**src/rtl/uvr_pkg.sv**
```systemverilog
package uvr_pkg;
  typedef enum logic [1:0] {
    MODE_SLEEP    = 2'b00,
    MODE_STANDBY  = 2'b01,
    MODE_NORMAL   = 2'b10,
    MODE_LOWSLOPE = 2'b11
  } uvr_mode_e;

  typedef enum logic [1:0] {
    ST_HOLD   = 2'b00,
    ST_EXTEND = 2'b01,
    ST_RUN    = 2'b10,
    ST_SLEEP  = 2'b11
  } uvr_state_e;
endpackage

```
**src/rtl/uvr_sync.sv**
```systemverilog
module uvr_sync #(
  parameter int   STAGES    = 2,
  parameter logic RESET_VAL = 1'b1
) (
  input  logic clk,
  input  logic rst,
  input  logic d,
  output logic q
);
  logic [STAGES-1:0] chain_q;

  generate
    if (STAGES == 1) begin : g_one
      always_ff @(posedge clk) begin
        if (rst) chain_q <= RESET_VAL;
        else     chain_q <= d;
      end
    end else begin : g_many
      always_ff @(posedge clk) begin
        if (rst) chain_q <= {STAGES{RESET_VAL}};
        else     chain_q <= {chain_q[STAGES-2:0], d};
      end
    end
  endgenerate

  assign q = chain_q[STAGES-1];
endmodule

```
**src/rtl/uvr_window_cnt.sv**
```systemverilog
module uvr_window_cnt #(
  parameter int LIMIT = 8
) (
  input  logic clk,
  input  logic rst,
  input  logic en,
  output logic done
);
  localparam int W = (LIMIT > 1) ? $clog2(LIMIT) : 1;
  localparam logic [W-1:0] LAST = W'(LIMIT - 1);

  logic [W-1:0] cnt_q;

  // the window has elapsed on the LIMIT-th consecutive enabled cycle
  assign done = en && (cnt_q == LAST);

  always_ff @(posedge clk) begin
    if (rst || !en)  cnt_q <= '0;
    else if (!done)  cnt_q <= cnt_q + 1'b1;
  end

  AST_CNT_RANGE: assert property (@(posedge clk) disable iff (rst)
    cnt_q <= LAST);
endmodule

```
**src/rtl/uv_reset_gen.sv**
```systemverilog
module uv_reset_gen #(
  parameter int DEB_CYC     = 250000,
  parameter int EXT_CYC     = 300000,
  parameter int SYNC_STAGES = 2
) (
  input  logic       clk,
  input  logic       rst,
  input  logic       uv_below,
  input  logic [1:0] mode,
  output logic       rstn,
  output logic       uv_event,
  output logic       rst_active
);
  import uvr_pkg::*;

  logic       uv_s;
  logic       is_sleep;
  logic       deb_en, deb_done;
  logic       ext_en, ext_done;
  uvr_state_e state_q, state_d;

  // reset value 1 treats the supply as low until the first samples arrive
  uvr_sync #(.STAGES(SYNC_STAGES), .RESET_VAL(1'b1)) u_sync (
    .clk(clk), .rst(rst), .d(uv_below), .q(uv_s)
  );

  assign is_sleep = (uvr_mode_e'(mode) == MODE_SLEEP);
  assign deb_en   = !is_sleep && uv_s &&
                    ((state_q == ST_RUN) || (state_q == ST_EXTEND));
  assign ext_en   = !is_sleep && !uv_s && (state_q == ST_EXTEND);

  uvr_window_cnt #(.LIMIT(DEB_CYC)) u_deb (
    .clk(clk), .rst(rst), .en(deb_en), .done(deb_done)
  );

  uvr_window_cnt #(.LIMIT(EXT_CYC)) u_ext (
    .clk(clk), .rst(rst), .en(ext_en), .done(ext_done)
  );

  always_comb begin
    state_d = state_q;
    if (is_sleep) begin
      state_d = ST_SLEEP;
    end else begin
      case (state_q)
        ST_SLEEP:  state_d = ST_HOLD;
        ST_HOLD:   if (!uv_s) state_d = ST_EXTEND;
        ST_EXTEND: if (deb_done)      state_d = ST_HOLD;
                   else if (ext_done) state_d = ST_RUN;
        ST_RUN:    if (deb_done) state_d = ST_HOLD;
        default:   state_d = ST_HOLD;
      endcase
    end
  end

  always_ff @(posedge clk) begin
    if (rst) begin
      state_q    <= ST_HOLD;
      rstn       <= 1'b0;
      rst_active <= 1'b1;
      uv_event   <= 1'b0;
    end else begin
      state_q    <= state_d;
      rstn       <= (state_d == ST_RUN);
      rst_active <= (state_d != ST_RUN);
      uv_event   <= deb_done;
    end
  end

  AST_SLEEP_FORCES_LOW: assert property (@(posedge clk) disable iff (rst)
    is_sleep |=> !rstn);

  AST_NO_EVENT_IN_SLEEP: assert property (@(posedge clk) disable iff (rst)
    is_sleep |=> !uv_event);

  AST_EVENT_ONE_CYCLE: assert property (@(posedge clk) disable iff (rst)
    uv_event |=> !uv_event);

  AST_EVENT_WITH_LOW: assert property (@(posedge clk) disable iff (rst)
    uv_event |-> !rstn);

  AST_RELEASE_GOOD_SUPPLY: assert property (@(posedge clk) disable iff (rst)
    $rose(rstn) |-> !$past(uv_s));

  AST_RELEASE_FROM_EXTEND: assert property (@(posedge clk) disable iff (rst)
    $rose(rstn) |-> ($past(state_q) == ST_EXTEND));
endmodule

```
**config.mk**
```make
export PLATFORM = sky130hd
export DESIGN_NAME = uv_reset_gen
export DESIGN_NICKNAME = d
export VERILOG_FILES = /design/src/rtl/uvr_pkg.sv /design/src/rtl/uvr_sync.sv /design/src/rtl/uvr_window_cnt.sv /design/src/rtl/uv_reset_gen.sv
export SDC_FILE = /design/constraint.sdc
export NUM_CORES = 1
export LEC_CHECK = 0
export BUFFER_PORTS_ARGS = -buffer_cell sky130_fd_sc_hd__buf_2
export CORE_UTILIZATION = 62
export DETAILED_ROUTE_END_ITERATION = 8
export PLACE_DENSITY = 0.88
export RECOVER_POWER = 50
export REMOVE_ABC_BUFFERS = 1
export SLEW_MARGIN = 10
export SYNTH_ARGS = -nofsm -noshare
export SYNTH_HDL_FRONTEND = slang
export SYNTH_HIERARCHICAL = 1
export SYNTH_SLANG_ARGS = --single-unit
```
**constraint.sdc**
```tcl
create_clock -name clk -period 5.2 [get_ports clk]
set_input_delay 0.52 -clock clk [delete_from_list [all_inputs] [get_ports clk]]
set_output_delay 0.52 -clock clk [all_outputs]
set_load 0.01 [all_outputs]
```
==> flow_metrics.py <==
metrics = {
    "clocking": {
        "cts_hold_buf": 0,
        "cts_inserted_buffers": 5,
        "clk_pin_slew_ps": 130,
        "ctsRootBufferMaster": "clkbuf_4",
        "cts_max_level": 2,
        "cts_tree": "done",
        "cts_setup_buffers": 0,
        "cts_max_path_buffers": 2,
        "cts.sinks": 44,
        "clk_latency_ps": 360,
        "post_cts_resized": 0,
    },
    "global_routing": {
        "track_usage": 0.257,
        "antenna_found_initial": 0,
        "grt_pass1_wl_mm": 6.88,
        "overflow": 0,
        "grt_max_degree": 20,
        "first_global_vias": 1568,
    },
    "drt": {
        "avgViaCountPerCell": 6.11,
        "routed_wirelength_mm": 4.21,
        "ant_nets": 0,
        "route.vias.total": 1795,
        "route.detailed.wl_per_inst_um": 14.3,
        "drc": 0,
        "first_iter_violations": 94,
        "dr.pass1.iters": 4,
    },
    "critical_path": {
        "worstPathMaxFanout": 4,
        "cp.required_ps": 5450,
        "r2r.worst_path.cells": 11,
        "r2r-end": "rst_active$_SDFF_PP1_",
        "cp-start-kind": "flip-flop",
        "crit_path_start": "state_q[0]$_SDFF_PP0_",
        "crit_type": "flip-flop to flip-flop",
        "r2r-start": "state_q[0]$_SDFF_PP0_",
        "critPathArrivalTime_ps": 3060,
        "setup.worst_path.end_class": "flip-flop",
        "reg2reg_slack_ps": 2400,
        "crit_end": "rst_active$_SDFF_PP1_",
    },
    "logic_synthesis": {
        "ys_ff_latch": 44,
        "syn_inst": 239,
        "synth_cell_types": 49,
        "syn_area_per_cell_sq_um": 9.03,
        "syn_area_sq_um": 2160,
        "async_flop_share": 0,
        "synth-edff-count": 0,
        "ys.flop_type": "dfxtp_1",
        "yosysWarnings": 6,
        "ys_seq_area_frac": 0.408,
    },
    "timing": {
        "skew_ps": 11.9,
        "worst_pin_slew_ps": 709,
        "finalCriticalPeriod_ps": 2800,
        "hold_viol": 0,
        "relSlewSlack": 0.527,
        "rsz0062_at_grt": "false",
        "slew_violations": 0,
        "finalCritPeriodShare": 0.539,
        "fin_tns_setup_ps": 0,
        "finalSetupViolCount": 0,
        "fmax_mhz": 357,
    },
    "floorplan": {
        "rows": 21,
        "dieArea_sq_um": 3720,
        "start_util": 0.647,
        "core-area_sq_um": 3340,
        "die_x_um": 61,
        "io_pins": 8,
        "die_h_um": 61,
    },
    "finish": {
        "final_nets": 258,
        "area_growth_pct": 5.16,
        "final_area_sq_um": 2270,
        "multi_input_area_sq_um": 1210,
        "regArea_sq_um": 881,
        "fill_cells": 281,
        "drive_gt1_frac": 0.0927,
        "diodes": 0,
    },
    "placed_design": {
        "place.port_buffers": 7,
        "dpl_cell_area_sq_um": 2210,
        "dp_hpwl_mm": 2.96,
        "place.gp.congestion": 0.813,
    },
    "outcome": {
        "outcome": "complete, no violations",
    },
    "hold_path": {
        "hold_path_class": "input pin to flip-flop",
        "min_path_cells": 2,
    },
    "power": {
        "power_density_nw_per_um2": 239,
        "ir_drop_mv": 0.156,
        "leakage_nw": 0.733,
    },
    "job": {
        "maxCapViolCount": 0,
    },
}
-- cells in the mapped netlist (all sizes together), types with 3 or more instances --
| cell type | count | share of area |
|---|---|---|
| and4 | 7 | 0.030 |
| or4 | 3 | 0.012 |
| nand4 | 12 | 0.049 |
| nor4 | 7 | 0.023 |
| nor2 | 24 | 0.042 |
| nand2 | 14 | 0.026 |
| dfxtp | 44 | 0.41 |
| clkbuf | 3 | 0.0052 |
| a21oi | 12 | 0.028 |
| xnor2 | 6 | 0.024 |
| and3 | 3 | 0.0093 |
| a31oi | 5 | 0.014 |
| inv | 8 | 0.014 |
| nor3 | 7 | 0.016 |
| xor2 | 10 | 0.041 |
| or3 | 9 | 0.026 |
| buf | 3 | 0.013 |
| nand3 | 14 | 0.038 |
| o21ai | 13 | 0.030 |
| nor2b | 3 | 0.0087 |
| ha | 6 | 0.035 |
-- worst max-delay path, stage by stage (launching register included) --
cell and delay (ps):
dfxtp_1 420, inv_1 90, ha_1 280, nand2_1 50
nor2_1 190, nand4bb_1 180, or4_4 530, inv_1 120
inv_1 70, a221oi_2 270, o32ai_1 150, or3b_1 350
-- kinds of logic after synthesis --
kind of cell	share of synthesized area
xor+xnor	0.0649
fa+ha+maj	0.0348
flops	0.408
compound gates	0.124
buf+inv	0.0319
simple gates	0.336
-- layer usage --
layer | share of wire | global-route usage | up-vias
met2 | 0.47 | 0.386 | 41
li1 | - | - | 905
met1 | 0.48 | 0.336 | 841
met3 | 0.043 | 0.0789 | 8
met5 | 0 | 0 | -
met4 | 0.014 | 0.123 | 0
-- sequential cells by signal, summed over array words and instances, names as in the netlist --
register	flops
rst_active	1
rstn	1
state_q	2
u_deb/cnt_q	18
u_ext/cnt_q	19
u_sync/chain_q	2
uv_event	1
-- stage by stage --
step	util	setup WS, ps	std cells	power (mW)	hold slack, ps
2_1_floorplan	-	2750	233	0.367	383
3_3_place_gp	0.663	2560	286	0.374	402
3_5_place_dp	0.663	2460	286	0.376	391
4_1_cts	0.682	2430	294	0.550	330
5_1_grt	0.680	2160	294	0.568	334
6_report	0.680	2400	294	0.544	341
-- final cells by class --
class                      instances  share of cell area
clock buffer                       7              0.0243
clock inverter                     1             0.00331
inverter                           8              0.0132
multi-input combinational        181               0.533
sequential                        44               0.388
tap                               46              0.0254
timing repair buffer               7              0.0132
-- placed cells by master (no fill, tap or decap), types with 3 or more instances in the layout --
cell,netlist,layout
dfxtp_1,44,44
nor2_1,24,24
nand2_1,13,13
nand3_1,13,13
a21oi_1,12,12
o21ai_0,11,11
nand4_1,10,10
xor2_1,10,10
or3_1,9,9
inv_1,8,8
nor3_1,7,7
ha_1,6,6
nor4_1,6,6
xnor2_1,6,6
clkbuf_4,0,5
clkbuf_1,3,5
a31oi_1,5,5
and4_1,5,5
nor2b_1,3,3
buf_2,1,3
-- power by group --
| group | internal, mW | switching (mW) | total, mW | leakage, nW |
|---|---|---|---|---|
| sequential | 0.340 | 0.00277 | 0.343 | 0.355 |
| combinational | 0.00968 | 0.0161 | 0.0257 | 0.346 |
| clock | 0.0663 | 0.108 | 0.175 | 0.0315 |
-- worst min path at each step --
stage	from	end	slack, ps
2_1_floorplan	u_sync/chain_q[0]$_SDFF_PP1_	u_sync/chain_q[1]$_SDFF_PP1_	380
3_3_place_gp	u_sync/chain_q[0]$_SDFF_PP1_	u_sync/chain_q[1]$_SDFF_PP1_	400
3_5_place_dp	u_sync/chain_q[0]$_SDFF_PP1_	u_sync/chain_q[1]$_SDFF_PP1_	390
4_1_cts	uv_below	u_sync/chain_q[0]$_SDFF_PP1_	330
5_1_grt	uv_below	u_sync/chain_q[0]$_SDFF_PP1_	330
6_report	uv_below	u_sync/chain_q[0]$_SDFF_PP1_	340
No activity file was read; power rests on OpenSTA's default activity.
